## config.mk

```make
export PLATFORM = sky130hd
export DESIGN_NAME = lane_demux
export DESIGN_NICKNAME = d
export VERILOG_FILES = /design/src/rtl/lane_demux_pkg.sv /design/src/rtl/lane_pix_counter.sv /design/src/rtl/lane_en_decode.sv /design/src/rtl/lane_out_reg.sv /design/src/rtl/lane_demux.sv
export SDC_FILE = /design/constraint.sdc
export NUM_CORES = 1
export LEC_CHECK = 0
export BUFFER_PORTS_ARGS = -buffer_cell sky130_fd_sc_hd__buf_2
export CAP_MARGIN = 20
export CELL_PAD_IN_SITES_DETAIL_PLACEMENT = 0
export CELL_PAD_IN_SITES_GLOBAL_PLACEMENT = 1
export CORE_MARGIN = 2
export CORE_UTILIZATION = 34
export CTS_CLUSTER_DIAMETER = 80
export DETAILED_ROUTE_END_ITERATION = 8
export GPL_TIMING_DRIVEN = 1
export HOLD_SLACK_MARGIN = 0.15
export PLACE_DENSITY_LB_ADDON = 0.2
export SLEW_MARGIN = 10
export SYNTH_ARGS = -nofsm -noshare
export SYNTH_HDL_FRONTEND = slang
export SYNTH_SLANG_ARGS = --single-unit
```

## constraint.sdc

```tcl
create_clock -name clk -period 1.3 [get_ports clk]
set_input_delay 0.13 -clock clk [delete_from_list [all_inputs] [get_ports clk]]
set_output_delay 0.13 -clock clk [all_outputs]
set_load 0.01 [all_outputs]
```

## src/rtl/lane_demux_pkg.sv

```systemverilog
package lane_demux_pkg;
  typedef enum logic {
    RD_FULL  = 1'b0,
    RD_SKIP2 = 1'b1
  } rd_mode_e;

  localparam int unsigned N_CORES = 4;
endpackage

```

## src/rtl/lane_pix_counter.sv

```systemverilog
// Per-lane sample index and frame-locked readout mode.
module lane_pix_counter
  import lane_demux_pkg::*;
#(
  parameter int unsigned ROW_PIX = 16,
  localparam int unsigned CNT_W  = $clog2(ROW_PIX)
) (
  input  logic             clk,
  input  logic             rst,
  input  logic             frame_start,
  input  logic             sub_mode,
  input  logic             pix_valid,
  output logic [CNT_W-1:0] idx,
  output rd_mode_e         mode
);
  localparam logic [CNT_W-1:0] LAST_IDX = CNT_W'(ROW_PIX - 1);

  logic [CNT_W-1:0] cnt_q;
  rd_mode_e         mode_q;

  // Index and mode that apply to the sample in this cycle.
  always_comb begin
    idx  = frame_start ? '0 : cnt_q;
    mode = frame_start ? rd_mode_e'(sub_mode) : mode_q;
  end

  always_ff @(posedge clk) begin
    if (rst) begin
      cnt_q  <= '0;
      mode_q <= RD_FULL;
    end else begin
      if (frame_start) mode_q <= rd_mode_e'(sub_mode);
      if (pix_valid)
        cnt_q <= (idx == LAST_IDX) ? '0 : idx + 1'b1;
      else if (frame_start)
        cnt_q <= '0;
    end
  end
endmodule

```

## src/rtl/lane_en_decode.sv

```systemverilog
// Decodes core enables and row-edge flags from the sample index.
module lane_en_decode
  import lane_demux_pkg::*;
#(
  parameter int unsigned ROW_PIX = 16,
  localparam int unsigned CNT_W  = $clog2(ROW_PIX)
) (
  input  logic               pix_valid,
  input  logic [CNT_W-1:0]   idx,
  input  rd_mode_e           mode,
  output logic [N_CORES-1:0] en,
  output logic               first,
  output logic               last
);
  localparam logic [CNT_W-1:0] FULL_LAST_GRP = CNT_W'(ROW_PIX / 2 - 1);
  localparam logic [CNT_W-1:0] SKIP_LAST_GRP = CNT_W'(ROW_PIX / 4 - 1);

  logic [CNT_W-1:0] grp;

  for (genvar i = 0; i < N_CORES; i++) begin : g_core
    localparam logic [1:0] SEL = 2'(i);
    logic full_hit, skip_hit;
    always_comb begin
      full_hit = (SEL[1] == 1'b0) && (idx[0] == SEL[0]);
      skip_hit = (idx[1:0] == SEL);
      en[i]    = pix_valid && ((mode == RD_SKIP2) ? skip_hit : full_hit);
    end
  end

  // Skip mode looks at the index one bit higher because its rows are half as wide.
  always_comb begin
    grp   = (mode == RD_SKIP2) ? (idx >> 2) : (idx >> 1);
    first = pix_valid && (grp == '0);
    last  = pix_valid && (grp == ((mode == RD_SKIP2) ? SKIP_LAST_GRP : FULL_LAST_GRP));
  end
endmodule

```

## src/rtl/lane_out_reg.sv

```systemverilog
// Output register stage: widens the sample and registers enables and flags.
module lane_out_reg
  import lane_demux_pkg::*;
#(
  parameter int unsigned IN_W  = 10,
  parameter int unsigned OUT_W = 12
) (
  input  logic               clk,
  input  logic               rst,
  input  logic               pix_valid,
  input  logic [IN_W-1:0]    pix_data,
  input  logic [N_CORES-1:0] en_d,
  input  logic               first_d,
  input  logic               last_d,
  output logic [OUT_W-1:0]   out_pix,
  output logic [N_CORES-1:0] core_en,
  output logic               row_first,
  output logic               row_last
);
  always_ff @(posedge clk) begin
    if (rst) begin
      out_pix   <= '0;
      core_en   <= '0;
      row_first <= 1'b0;
      row_last  <= 1'b0;
    end else begin
      if (pix_valid) out_pix <= OUT_W'(pix_data);
      core_en   <= en_d;
      row_first <= first_d;
      row_last  <= last_d;
    end
  end
endmodule

```

## src/rtl/lane_demux.sv

```systemverilog
module lane_demux
  import lane_demux_pkg::*;
#(
  parameter int unsigned IN_W    = 10,
  parameter int unsigned OUT_W   = 12,
  parameter int unsigned ROW_PIX = 16
) (
  input  logic             clk,
  input  logic             rst,
  input  logic             frame_start,
  input  logic             sub_mode,
  input  logic             pix_valid,
  input  logic [IN_W-1:0]  pix_data,
  output logic [OUT_W-1:0] out_pix,
  output logic [3:0]       core_en,
  output logic             row_first,
  output logic             row_last
);
  localparam int unsigned CNT_W = $clog2(ROW_PIX);

  logic [CNT_W-1:0]   idx;
  rd_mode_e           mode;
  logic [N_CORES-1:0] en_d;
  logic               first_d, last_d;

  lane_pix_counter #(.ROW_PIX(ROW_PIX)) u_cnt (
    .clk(clk), .rst(rst), .frame_start(frame_start), .sub_mode(sub_mode),
    .pix_valid(pix_valid), .idx(idx), .mode(mode)
  );

  lane_en_decode #(.ROW_PIX(ROW_PIX)) u_dec (
    .pix_valid(pix_valid), .idx(idx), .mode(mode),
    .en(en_d), .first(first_d), .last(last_d)
  );

  lane_out_reg #(.IN_W(IN_W), .OUT_W(OUT_W)) u_out (
    .clk(clk), .rst(rst), .pix_valid(pix_valid), .pix_data(pix_data),
    .en_d(en_d), .first_d(first_d), .last_d(last_d),
    .out_pix(out_pix), .core_en(core_en), .row_first(row_first), .row_last(row_last)
  );
endmodule

```

==> results.toml <==
[worst_setup_path]
cp.buffers_inverters = 2
path_cells = "nor2b_4 -> inv_2 -> ha_1 -> inv_1 -> mux2i_1 -> o21a_1"
critPathTopFamily = "flip-flops"
crit_path_start_kind = "flop"
crit_fanout = 4
cp.arrival_ps = 1400
worst_path_max_delay_cell = "dfxtp_1"
crit_type = "reg2reg"
setup.worst_path.end_class = "flop"
cp_data_required_time_ps = 1500
critical_path.max_stage_delay_ps = 400

[grt]
grt_pass1_vias = 713
gr-total-overflow = 0
grt_max_degree = 17
grt_usage = 0.1419
grt_pass1_wl_um = 2911
antenna_found_initial = 0

[timing]
tns_ps = 0
setup_viol = 0
fin_crit_ps = 1200
post-route-period-util = 0.9229
grt_setup_unrepaired = "false"
drv_slew = 0
fmax_mhz = 833.5
hold_viol = 0
fin_worst_skew_ps = 3.032

[placed_design]
gp_congestion = 0.7642
placed_cells = 142
hpwl_um = 1141
io_buffers = 30

[routing]
drt-vias-per-instance = 4.551
antenna_left = 0
wl_um = 1599
drc = 0
first_iter_violations = 4
dr.pass1.iters = 2
num_vias = 719
post_drt_wl_per_cell_um = 10.12

[finish]
final_cell_mix = "30 x buf_2, 20 x dfxtp_1, 16 x nor2_1"
area_growth_pct = 39.91
drive_gt1_frac = 0.3308
num_antenna_cells = 0
fin_nets = 148
instances_no_fill = 158
mostFrequentLayoutCell = "buf_2"

[floorplanning]
die-area_um2 = 2875
rows = 17
die_height_um = 53.62
start_util = 0.3678
die_w_um = 53.62
core_um2 = 2276
io_pins = 33

[clocking]
cts_made_buffers = 3
clock-sinks = 21
root_buffer = "clkbuf_4"
htree_levels = 1
post_cts_buffers = 0
cts_tree = "built"
clkTransAtPathRegs_ps = 110
clock_path_buffers = 2
clock_latency_ps = 290

[flow_run]
drv_cap = 0

[synthesis]
netlist_instances = 86
syn-cell-area_um2 = 837.1
synth_seq_cells = 21
seq_area_frac_synth = 0.5022
synth_cell_types = 23
syn_avg_cell_area_um2 = 9.733
synth-warning-count = 0

[worst_hold_path]
hold_class = "in2reg"

[pwr]
power_density_nw_per_um2 = 996.9
leakage_uw = 0.0005584
ir_worst_vdd_uv = 873.9

[outcome]
outcome = "completed"
final cells by class:
class / count / area, µm²
tap: 28 / 35.03
timing repair buffer: 46 / 300.3
sequential: 21 / 421.7
clock buffer: 4 / 26.28
fill: 219 / 1105
multi-input combinational: 56 / 376.6
inverter: 3 / 11.26
flip-flops by register name (all words and copies together) (netlist names):
register and cells:
u_cnt.mode_q 1, u_out.row_first 1, u_cnt.cnt_q 4, u_out.row_last 1, u_out.core_en 4, u_out.out_pix 10
kinds of logic (layout without fill, tap and decap cells):
group,after synthesis,in the layout,share of synthesized area
xor+xnor,2,2,0.02093
other cells,1,2,0.004480
mux,13,13,0.1555
flops,21,21,0.5022
fa+ha+maj,2,2,0.02989
simple gates,29,29,0.1584
buf+inv,10,53,0.06427
compound gates,8,8,0.06427
synthesized netlist by cell type, drive strengths merged:
cell | n | area [µm²]
dfxtp | 21 | 420.4
nor2 | 16 | 60.06
mux2i | 13 | 130.1
buf | 5 | 35.03
nand2 | 4 | 15.01
inv | 3 | 11.26
nand2b | 3 | 18.77
nor3 | 3 | 15.01
a211oi | 2 | 20.02
a21oi | 2 | 10.01
clkbuf | 2 | 7.510
ha | 2 | 25.02
nor2b | 2 | 17.52
o21ai | 2 | 10.00
xnor2 | 2 | 17.52
a31oi | 1 | 6.260
conb | 1 | 3.750
o21a | 1 | 7.510
or3 | 1 | 6.260
what timing repair did:
item,CTS,global route
hold buffers,12,0
gates resized for setup,0,3
endpoints found under the hold margin,13,0
setup endpoints to repair,0,4
worst paths after layout:
check | from | endpoint | slack, ps | depth (start not counted)
max | u_cnt.cnt_q[0]$_SDFF_PP0_ | u_out.core_en[0]$_SDFF_PP0_ | 100 | 6
min | pix_valid | u_out.core_en[3]$_SDFF_PP0_ | 170 | 3
max reg2reg | u_cnt.cnt_q[0]$_SDFF_PP0_ | u_out.core_en[0]$_SDFF_PP0_ | 100 | 6
min reg2reg | u_out.out_pix[9]$_SDFFE_PP0P_ | u_out.out_pix[9]$_SDFFE_PP0P_ | 500 | 2
where the power goes:
part           internal [µW]  switching [µW]
logic                   95.0            79.2
clock network            119             187
registers                671            16.0
total                    886             282
stage by stage:
step	area (µm²)	power [µW]	hold WS [ps]	util	worst slack [ps]
after floorplan	840.8	793.8	277.2	-	120.7
after global placement	1013	844.7	361.1	0.4453	96.82
after detailed placement	1013	846.3	377.8	0.4453	63.49
after CTS	1160	1185	160.5	0.5096	36.26
after global routing	1171	1240	180.4	0.5146	5.484
final	1171	1167	169.1	0.5146	100.2
per-layer routing:
layer,vias up,wire length (µm),global-route usage
met4,0,14,0.03846
li1,367,-,-
met3,2,86,0.05000
met5,-,0,0
met1,328,690,0.1607
met2,22,807,0.2510
tightest hold or removal path, delay by kind of cell:
kind,cells,cell delay (ps)
buffers and inverters,1,140
AND/OR/NAND/NOR,2,150
No activity file was read; power rests on OpenSTA's default activity.
